### src/rtl/hostport_pkg.sv
package hostport_pkg;

    typedef enum logic [1:0] {
        HP_IDLE  = 2'd0,
        HP_WRITE = 2'd1,
        HP_READ  = 2'd2
    } hp_state_t;

    localparam int LR_ADDR_W = 2;
    localparam logic [LR_ADDR_W-1:0] REG_CTRL = 2'd0;
    localparam logic [LR_ADDR_W-1:0] REG_STAT = 2'd1;
    localparam logic [LR_ADDR_W-1:0] REG_RXB  = 2'd2;
    localparam logic [LR_ADDR_W-1:0] REG_TXB  = 2'd3;

    localparam int CTRL_W   = 3;
    localparam int CTRL_EN  = 0;
    localparam int CTRL_IE  = 1;
    localparam int CTRL_TWO = 2;

    localparam int STAT_RXF = 0;
    localparam int STAT_TXF = 1;
    localparam int STAT_OVR = 2;
    localparam int STAT_CMD = 3;
    localparam int STAT_IRQ = 4;

endpackage

### src/rtl/hostport_sync.sv
module hostport_sync #(
    parameter int WIDTH  = 3,
    parameter int STAGES = 2
) (
    input  logic             clk,
    input  logic             rst_n,
    input  logic [WIDTH-1:0] d,
    output logic [WIDTH-1:0] q
);

    generate
        for (genvar i = 0; i < WIDTH; i++) begin : g_bit
            logic [STAGES-1:0] shreg;
            always_ff @(posedge clk or negedge rst_n) begin
                if (!rst_n) begin
                    shreg <= '0;
                end else begin
                    shreg <= {shreg[STAGES-2:0], d[i]};
                end
            end
            assign q[i] = shreg[STAGES-1];
        end
    endgenerate

endmodule

### src/rtl/hostport_fsm.sv
module hostport_fsm
    import hostport_pkg::*;
#(
    parameter int DATA_W = 8
) (
    input  logic              clk,
    input  logic              rst_n,
    input  logic              en,
    input  logic              two_strobe,
    input  logic              s_a,
    input  logic              s_b,
    input  logic              s_dir,
    input  logic [DATA_W-1:0] data_in,
    input  logic              cmd_in,
    output logic              wr_done,
    output logic              rd_done,
    output logic [DATA_W-1:0] wr_byte,
    output logic              wr_cmd,
    output logic              drive_oe
);

    hp_state_t state, next_state;

    // next state
    always_comb begin
        next_state = state;
        unique case (state)
            HP_IDLE: begin
                if (en) begin
                    if (two_strobe) begin
                        if (s_a)      next_state = HP_WRITE;
                        else if (s_b) next_state = HP_READ;
                    end else if (s_a) begin
                        next_state = s_dir ? HP_READ : HP_WRITE;
                    end
                end
            end
            HP_WRITE: begin
                if (!en || !s_a) next_state = HP_IDLE;
            end
            HP_READ: begin
                if (!en)                             next_state = HP_IDLE;
                else if (two_strobe ? !s_b : !s_a)   next_state = HP_IDLE;
            end
            default: next_state = HP_IDLE;
        endcase
    end

    // state register
    always_ff @(posedge clk or negedge rst_n) begin
        if (!rst_n) state <= HP_IDLE;
        else        state <= next_state;
    end

    // outputs
    always_ff @(posedge clk or negedge rst_n) begin
        if (!rst_n) begin
            wr_done <= 1'b0;
            rd_done <= 1'b0;
            wr_byte <= '0;
            wr_cmd  <= 1'b0;
        end else begin
            wr_done <= (state == HP_WRITE) && (next_state == HP_IDLE) && en;
            rd_done <= (state == HP_READ)  && (next_state == HP_IDLE) && en;
            if (state == HP_WRITE) begin
                wr_byte <= data_in;
                wr_cmd  <= cmd_in;
            end
        end
    end

    assign drive_oe = (state == HP_READ);

    // a disabled port drops back to idle
    assert_disabled_idle_R9: assert property (@(posedge clk) disable iff (!rst_n)
        !en |=> (state == HP_IDLE));

    // at most one completion per cycle
    assert_single_done_R7: assert property (@(posedge clk) disable iff (!rst_n)
        !(wr_done && rd_done));

endmodule

### src/rtl/hostport_regs.sv
module hostport_regs
    import hostport_pkg::*;
#(
    parameter int DATA_W = 8,
    parameter int REG_W  = 16
) (
    input  logic                 clk,
    input  logic                 rst_n,
    input  logic                 lr_wr,
    input  logic                 lr_rd,
    input  logic [LR_ADDR_W-1:0] lr_addr,
    input  logic [REG_W-1:0]     lr_wdata,
    output logic [REG_W-1:0]     lr_rdata,
    input  logic                 wr_done,
    input  logic                 rd_done,
    input  logic [DATA_W-1:0]    wr_byte,
    input  logic                 wr_cmd,
    output logic                 ctrl_en,
    output logic                 ctrl_two,
    output logic [DATA_W-1:0]    tx_byte,
    output logic                 irq
);

    logic [CTRL_W-1:0] ctrl_q;
    logic [DATA_W-1:0] rx_buf;
    logic              rx_full, rx_cmd, overrun, tx_full, irq_flag;
    logic              wr_ctrl, wr_stat, wr_tx, rx_take;
    logic              unused_wdata;

    assign wr_ctrl = lr_wr && (lr_addr == REG_CTRL);
    assign wr_stat = lr_wr && (lr_addr == REG_STAT);
    assign wr_tx   = lr_wr && (lr_addr == REG_TXB);
    assign rx_take = lr_rd && (lr_addr == REG_RXB);
    assign unused_wdata = ^lr_wdata[REG_W-1:DATA_W];

    always_ff @(posedge clk or negedge rst_n) begin
        if (!rst_n) begin
            ctrl_q   <= '0;
            rx_buf   <= '0;
            rx_full  <= 1'b0;
            rx_cmd   <= 1'b0;
            overrun  <= 1'b0;
            tx_byte  <= '0;
            tx_full  <= 1'b0;
            irq_flag <= 1'b0;
        end else begin
            if (wr_ctrl) ctrl_q <= lr_wdata[CTRL_W-1:0];

            if (wr_stat && lr_wdata[STAT_OVR]) overrun <= 1'b0;
            if (wr_done) begin
                if (rx_full && !rx_take) begin
                    overrun <= 1'b1;
                end else begin
                    rx_buf  <= wr_byte;
                    rx_cmd  <= wr_cmd;
                    rx_full <= 1'b1;
                end
            end else if (rx_take) begin
                rx_full <= 1'b0;
            end

            if (wr_tx) begin
                tx_byte <= lr_wdata[DATA_W-1:0];
                tx_full <= 1'b1;
            end else if (rd_done) begin
                tx_full <= 1'b0;
            end

            if (wr_done || rd_done)                irq_flag <= 1'b1;
            else if (wr_stat && lr_wdata[STAT_IRQ]) irq_flag <= 1'b0;
        end
    end

    always_comb begin
        lr_rdata = '0;
        unique case (lr_addr)
            REG_CTRL: lr_rdata[CTRL_W-1:0] = ctrl_q;
            REG_STAT: begin
                lr_rdata[STAT_RXF] = rx_full;
                lr_rdata[STAT_TXF] = tx_full;
                lr_rdata[STAT_OVR] = overrun;
                lr_rdata[STAT_CMD] = rx_cmd;
                lr_rdata[STAT_IRQ] = irq_flag;
            end
            REG_RXB: lr_rdata[DATA_W-1:0] = rx_buf;
            REG_TXB: lr_rdata[DATA_W-1:0] = tx_byte;
            default: lr_rdata = '0;
        endcase
    end

    assign ctrl_en  = ctrl_q[CTRL_EN];
    assign ctrl_two = ctrl_q[CTRL_TWO];
    assign irq      = irq_flag && ctrl_q[CTRL_IE];

    // a delivered byte leaves receive-full set
    assert_rxfull_set_R2: assert property (@(posedge clk) disable iff (!rst_n)
        wr_done |=> rx_full);

    // overrun keeps the old byte and raises the sticky flag
    assert_overrun_hold_R3: assert property (@(posedge clk) disable iff (!rst_n)
        (wr_done && rx_full && !rx_take) |=> (overrun && rx_buf == $past(rx_buf)));

    // every completion raises the interrupt flag
    assert_irq_flag_set_R4: assert property (@(posedge clk) disable iff (!rst_n)
        (wr_done || rd_done) |=> irq_flag);

    // a host read empties the transmit buffer
    assert_txfull_clear_R5: assert property (@(posedge clk) disable iff (!rst_n)
        (rd_done && !wr_tx) |=> !tx_full);

endmodule

### src/rtl/hostport_slave.sv
module hostport_slave
    import hostport_pkg::*;
#(
    parameter int DATA_W      = 8,
    parameter int REG_W       = 16,
    parameter int SYNC_STAGES = 2
) (
    input  logic                 clk,
    input  logic                 rst_n,
    input  logic [DATA_W-1:0]    hp_data_in,
    output logic [DATA_W-1:0]    hp_data_out,
    output logic                 hp_data_oe,
    input  logic                 hp_strb_a,
    input  logic                 hp_strb_b,
    input  logic                 hp_dir,
    input  logic                 hp_cmd,
    input  logic                 lr_wr,
    input  logic                 lr_rd,
    input  logic [LR_ADDR_W-1:0] lr_addr,
    input  logic [REG_W-1:0]     lr_wdata,
    output logic [REG_W-1:0]     lr_rdata,
    output logic                 irq
);

    localparam int SYNC_W = 3;

    logic [SYNC_W-1:0] sync_q;
    logic              wr_done, rd_done, wr_cmd, ctrl_en, ctrl_two;
    logic [DATA_W-1:0] wr_byte;

    hostport_sync #(.WIDTH(SYNC_W), .STAGES(SYNC_STAGES)) u_sync (
        .clk   (clk),
        .rst_n (rst_n),
        .d     ({hp_dir, hp_strb_b, hp_strb_a}),
        .q     (sync_q)
    );

    hostport_fsm #(.DATA_W(DATA_W)) u_fsm (
        .clk        (clk),
        .rst_n      (rst_n),
        .en         (ctrl_en),
        .two_strobe (ctrl_two),
        .s_a        (sync_q[0]),
        .s_b        (sync_q[1]),
        .s_dir      (sync_q[2]),
        .data_in    (hp_data_in),
        .cmd_in     (hp_cmd),
        .wr_done    (wr_done),
        .rd_done    (rd_done),
        .wr_byte    (wr_byte),
        .wr_cmd     (wr_cmd),
        .drive_oe   (hp_data_oe)
    );

    hostport_regs #(.DATA_W(DATA_W), .REG_W(REG_W)) u_regs (
        .clk      (clk),
        .rst_n    (rst_n),
        .lr_wr    (lr_wr),
        .lr_rd    (lr_rd),
        .lr_addr  (lr_addr),
        .lr_wdata (lr_wdata),
        .lr_rdata (lr_rdata),
        .wr_done  (wr_done),
        .rd_done  (rd_done),
        .wr_byte  (wr_byte),
        .wr_cmd   (wr_cmd),
        .ctrl_en  (ctrl_en),
        .ctrl_two (ctrl_two),
        .tx_byte  (hp_data_out),
        .irq      (irq)
    );

endmodule

### config.mk
export PLATFORM = sky130hd
export DESIGN_NAME = hostport_slave
export DESIGN_NICKNAME = d
export VERILOG_FILES = /design/src/rtl/hostport_pkg.sv /design/src/rtl/hostport_sync.sv /design/src/rtl/hostport_fsm.sv /design/src/rtl/hostport_regs.sv /design/src/rtl/hostport_slave.sv
export SDC_FILE = /design/constraint.sdc
export NUM_CORES = 1
export LEC_CHECK = 0
export BUFFER_PORTS_ARGS = -buffer_cell sky130_fd_sc_hd__buf_2
export CAP_MARGIN = 20
export CORE_ASPECT_RATIO = 0.9
export CORE_UTILIZATION = 35
export CTS_CLUSTER_DIAMETER = 60
export DETAILED_ROUTE_END_ITERATION = 10
export HOLD_SLACK_MARGIN = 0.12
export PLACE_DENSITY = 0.58
export SYNTH_ARGS = -nofsm -noshare
export SYNTH_HDL_FRONTEND = slang
export SYNTH_SLANG_ARGS = --single-unit
### constraint.sdc
create_clock -name clk -period 1.1 [get_ports clk]
set_input_delay 0.11 -clock clk [delete_from_list [all_inputs] [get_ports clk]]
set_output_delay 0.11 -clock clk [all_outputs]
set_load 0.02 [all_outputs]
### Yosys cells after proc, flatten, opt, wreduce, memory -nomap -nowiden

Index checks and enable logic that the tools add are counted.

* bits in registers: 43
* input bits: 34
* output and inout port bits: 26

* equal/unequal tests: 6
* multiplexer cells: 24
* bitwise operators: 1
* reductions and logical operators: 26

Operators with widths (count)
* $mux 2: 9
* $logic_and 1x1->1: 12
* $pmux 2 s3: 2
* $pmux 3 s4: 1
* $mux 1: 11
* $eq 2x2->1 const B: 3
* $logic_not 2->1: 3
* $pmux 3 s2: 1
* $reduce_bool 2->1: 3
* $eq 2x1->1 const B: 2
* $logic_not 1->1: 4
* $reduce_and 2->1: 2
* $logic_or 1x1->1: 2
* $ne 2x2->1 const B: 1
* $not 1->1: 1

### Depth between registers and ports, before layout

* word-level depth: 8
* mapped depth: 3
* gate-level depth less buffers: 3

### By module

Synthesis repeated with hierarchy kept, for this count alone.

* cells, all modules: 124
* area, all modules: 1925.6 um^2

Modules (own cells, without submodules)
* hostport_regs: instances 1, cells each 82, area each 1181.1 um^2
* hostport_fsm: instances 1, cells each 33, area each 571.8 um^2
* hostport_sync: instances 1, cells each 9, area each 172.7 um^2

### Worst setup path before layout

OpenSTA, ideal clock, no wires.

* path type: flip-flop to flip-flop
* from: register u_regs.rx_full
* to: register u_regs.rx_buf[0]
* setup time: 125 ps
* arrival: 998 ps
* setup slack: -22 ps
* stages on the path, launching flop included: 3
* clock period less this slack: 1122 ps
* path through: dfrtp_1 > a21boi_4 > mux2_2

* longest elaborated chain between the ends: 3

Ends and longest elaborated chain
* from (decl): line hostport_regs.sv:26 `logic rx_full, rx_cmd, overrun, tx_full, irq_flag;`
* from (signal assigned): line hostport_regs.sv:40 `rx_full <= 1'b0;`
* from (signal assigned): line hostport_regs.sv:56 `rx_full <= 1'b1;`
* from (signal assigned): line hostport_regs.sv:59 `rx_full <= 1'b0;`
* $logic_and 1x1->1: line hostport_regs.sv:51 `if (rx_full && !rx_take) begin`
* $not 1->1 (no line)
* $reduce_and 2->1 (no line)
* to (signal assigned): line hostport_regs.sv:54 `rx_buf <= wr_byte;`
* to (decl): line hostport_regs.sv:25 `logic [DATA_W-1:0] rx_buf;`

Every way passes these cells.
A chain may end at the register's enable or synchronous reset.

### Final worst setup path

* from: register u_regs.tx_byte[2]
* to: output port lr_rdata[2]

* longest elaborated chain between the ends: 1

Ends and longest elaborated chain
* from (decl): line hostport_regs.sv:20 `output logic [DATA_W-1:0] tx_byte,`
* from (signal assigned): line hostport_regs.sv:63 `tx_byte <= lr_wdata[DATA_W-1:0];`
* $pmux 3 s4: line hostport_regs.sv:76 `unique case (lr_addr)`
* to (decl): line hostport_slave.sv:21 `output logic [REG_W-1:0] lr_rdata,`

Every way passes these cells.

==> flow_metrics.py <==
metrics = {
    "run_status": {
        "status": "finished with violations",
        "violations": "negative setup slack",
    },
    "logic_synthesis": {
        "netlist_area_sq_um": 1850,
        "yosysTopAreaCell": "dfrtp_1",
        "synthFlopType": "dfrtp_1",
        "ys_types": 25,
        "async_flop_share": 1.00,
        "ys_seq_elements": 43,
        "ys_seq_area_frac": 0.581,
        "synth_edf_count": 0,
        "netlist_instances": 123,
        "synth_top_area_frac": 0.581,
        "avgSynthCellArea_sq_um": 15.0,
        "synth.top_cells.by_area": "dfrtp_1, mux2_2, buf_4",
        "yosys_warnings": 0,
    },
    "route": {
        "via_per_inst": 4.68,
        "firstDrtPassIters": 4,
        "vias": 1344,
        "wl_per_cell_um": 15.5,
        "drc_errors": 0,
        "ant_nets": 0,
        "wl_um": 4460,
        "drtIter0Drc": 23,
    },
    "power_and_ir_drop": {
        "swShare": 0.289,
        "vdd_drop_max_mv": 0.993,
        "p_seq_frac": 0.431,
        "internal-power_w": 0.00390,
        "total_power_w": 0.00549,
        "powerDensity_nw_per_um2": 1880,
        "pwr-share-comb": 0.382,
        "clkPwrFrac": 0.187,
        "p_switching_w": 0.00159,
        "leakagePower_nw": 1.42,
    },
    "timing": {
        "worst_slack_ns": -0.374,
        "max_freq_mhz": 678,
        "post-route-period-util": 1.34,
        "setup_viol": 28,
        "finalCriticalPeriod_ns": 1.47,
        "fin_tns_setup_ns": -3.81,
        "fin_worst_skew_ns": 0.00676,
        "rsz0062_at_grt": "true",
        "hold_viol_final": 0,
        "drv_slew": 0,
    },
    "clocking": {
        "cts_tree": "done",
        "root_buffer": "clkbuf_8",
        "cts_buffers": 5,
        "clk_path_buf_depth": 2,
        "cts_sinks": 43,
        "clk_pin_slew_ns": 0.08,
        "clk_latency_ns": 0.29,
        "ctsHtreeMaxLevel": 2,
    },
    "setup_path": {
        "crit_type": "flip-flop to output port",
        "worst_path_largest_cell_delay_ns": 0.50,
        "cp.arrival_ns": 1.36,
        "reg2reg_slack_ns": -0.17,
        "cp_max_fo": 2,
        "crit_chain": "mux4_2, buf_6",
        "critPathLaunchType": "flip-flop",
        "cp_slowest_cell": "mux4_2",
        "worst_setup_path_end_kind": "output port",
        "crit_required_ns": 0.99,
    },
    "run": {
        "maxCapViolCount": 0,
    },
    "cells_and_area": {
        "seq_area_sq_um": 1080,
        "syn2layout_area_growth_pct": 57.4,
        "nets": 255,
        "num-fill-cells": 394,
        "drive_gt1_frac": 0.581,
        "final_cell_area_sq_um": 2910,
        "diodes": 0,
        "fin_util": 0.588,
        "multiInputGateArea_sq_um": 823,
    },
    "global_routing": {
        "grt_max_degree": 30,
        "grt_antenna_before_repair": 0,
        "overflow": 0,
        "grt_pass1_wl_um": 6830,
        "grt_pass1_vias": 1345,
        "grt_use_total": 0.163,
    },
    "floorplan": {
        "fp.dieH_um": 71.0,
        "die_x_um": 78.6,
        "die_area_sq_um": 5580,
        "ios": 60,
        "start_util": 0.373,
        "coreArea_sq_um": 4950,
        "rows": 24,
    },
    "placed_design": {
        "place_area_sq_um": 2280,
        "place_hpwl_um": 2930,
        "pre_cts_ws_ns": -0.169,
        "routabilityCongestion": 0.749,
        "io_buffer_count": 43,
    },
    "min_path": {
        "hp-class": "primary input to async pin",
    },
}
-- layout by cell type (no fill, tap or decap) --
cell type / n
dfrtp_1: 40
buf_2: 28
dlygate4sd3_1: 21
buf_6: 21
buf_4: 21
mux2_4: 18
mux2_2: 13
conb_1: 8
clkbuf_8: 6
nor2b_1: 4
mux2i_1: 4
mux4_2: 3
a22o_1: 3
buf_12: 3
dfrtp_2: 3
nor2b_4: 2
inv_1: 2
nor4b_2: 2
nand2_1: 2
nand3b_1: 1
a21oi_1: 1
nor3b_2: 1
and3_1: 1
and2_4: 1
nand3b_4: 1
and2_1: 1
and3b_1: 1
nand2b_4: 1
a21boi_4: 1
nor3b_1: 1
nand3_4: 1
or2_2: 1
a211o_1: 1
o21ai_0: 1
clkinv_2: 1
clkbuf_1: 1
clkbuf_16: 1
-- critical path: cells and delay by family, from the launching register on --
family,cells,cell delay [ns]
buf+inv,1,0.15
mux,1,0.50
flops,1,0.42
-- path summary, 6_finish.rpt --
path,cells after the start,endpoint,startpoint
worst max-delay path,2,lr_rdata[2],u_regs.tx_byte[2]$_DFFE_PN0P_
worst min-delay path,2,u_fsm.wr_byte[7]$_DFFE_PN0N_,rst_n
worst max register to register,4,u_regs.rx_buf[2]$_DFFE_PN0P_,u_regs.rx_full$_DFFE_PN0P_
worst min register to register,0,u_sync.g_bit[0].shreg[1]$_DFF_PN0_,u_sync.g_bit[0].shreg[0]$_DFF_PN0_
max in group asynchronous,3,u_regs.tx_byte[1]$_DFFE_PN0P_,rst_n
min in group clk,4,u_regs.rx_full$_DFFE_PN0P_,lr_rd
-- state kept, by name (all words and copies together) (netlist names) --
name	flops
u_fsm.wr_cmd	1
u_regs.irq_flag	1
u_regs.rx_full	1
u_fsm.state	2
u_regs.tx_full	1
u_sync.g_bit.shreg	6
u_fsm.rd_done	1
u_fsm.wr_done	1
u_fsm.wr_byte	8
u_regs.overrun	1
u_regs.rx_cmd	1
u_regs.tx_byte	8
u_regs.rx_buf	8
u_regs.ctrl_q	3
-- per-stage QoR --
step / cells / hold WS [ns]
2_1_floorplan: 130 / -0.186
3_3_place_gp: 247 / 0.0428
3_5_place_dp: 247 / 0.0471
4_1_cts: 281 / 0.267
5_1_grt: 287 / 0.305
6_report: 287 / 0.254
-- final cells by class --
class                   count  area share
well taps                  65      0.0279
flip-flops and latches     43       0.371
repair buffers             95       0.285
clock buffers               7      0.0296
inverters                   2     0.00258
clock inverters             1     0.00172
multi-input cells          74       0.283
-- Yosys cell counts (all sizes together) (2+ instances only) --
cell	instances
a22o	3
nand3b	2
mux2i	4
dfrtp	43
inv	2
nor3b	2
nor4b	2
nor2b	6
mux2	31
buf	11
nand2	2
mux4	3
and2	2
-- per-layer routing --
| metal | global-route usage | wire length [um] | vias up |
|---|---|---|---|
| li1 | - | - | 611 |
| met1 | 0.210 | 1950 | 688 |
| met2 | 0.275 | 2290 | 41 |
| met3 | 0.0426 | 200 | 4 |
| met4 | 0.0370 | 28 | 0 |
| met5 | 0 | 0 | - |
-- power by group through the flow --
| stage | logic (W) | registers, W | clock network [W] |
|---|---|---|---|
| 5_1_grt | 0.00223 | 0.00242 | 0.00111 |
| 3_3_place_gp | 0.00135 | 0.00233 | 0 |
| 3_5_place_dp | 0.00140 | 0.00236 | 0 |
| 4_1_cts | 0.00180 | 0.00235 | 0.00104 |
| 6_report | 0.00209 | 0.00236 | 0.00103 |
| 2_1_floorplan | 0.000842 | 0.00235 | 0 |
-- logic make-up (layout without fill, tap and decap cells) --
family,after synthesis,in the layout,share of synthesized area
flip-flops,43,43,0.581
buffers and inverters,13,105,0.0473
AND/OR/NAND/NOR,21,21,0.0879
other,1,8,0.00203
AO/OA/AOI/OAI,7,7,0.0345
multiplexers,38,38,0.247
-- repair_timing --
item | 4_1_cts | 5_1_grt
pin swaps | 1 | 2
buffers inserted | 5 | 8
resized for setup | 37 | 27
endpoints found under the setup margin | 31 | 36
gates cloned | 0 | 1
endpoints found under the hold margin | 67 | 0
hold buffers | 21 | 0
(Power assumes the default switching activity.)
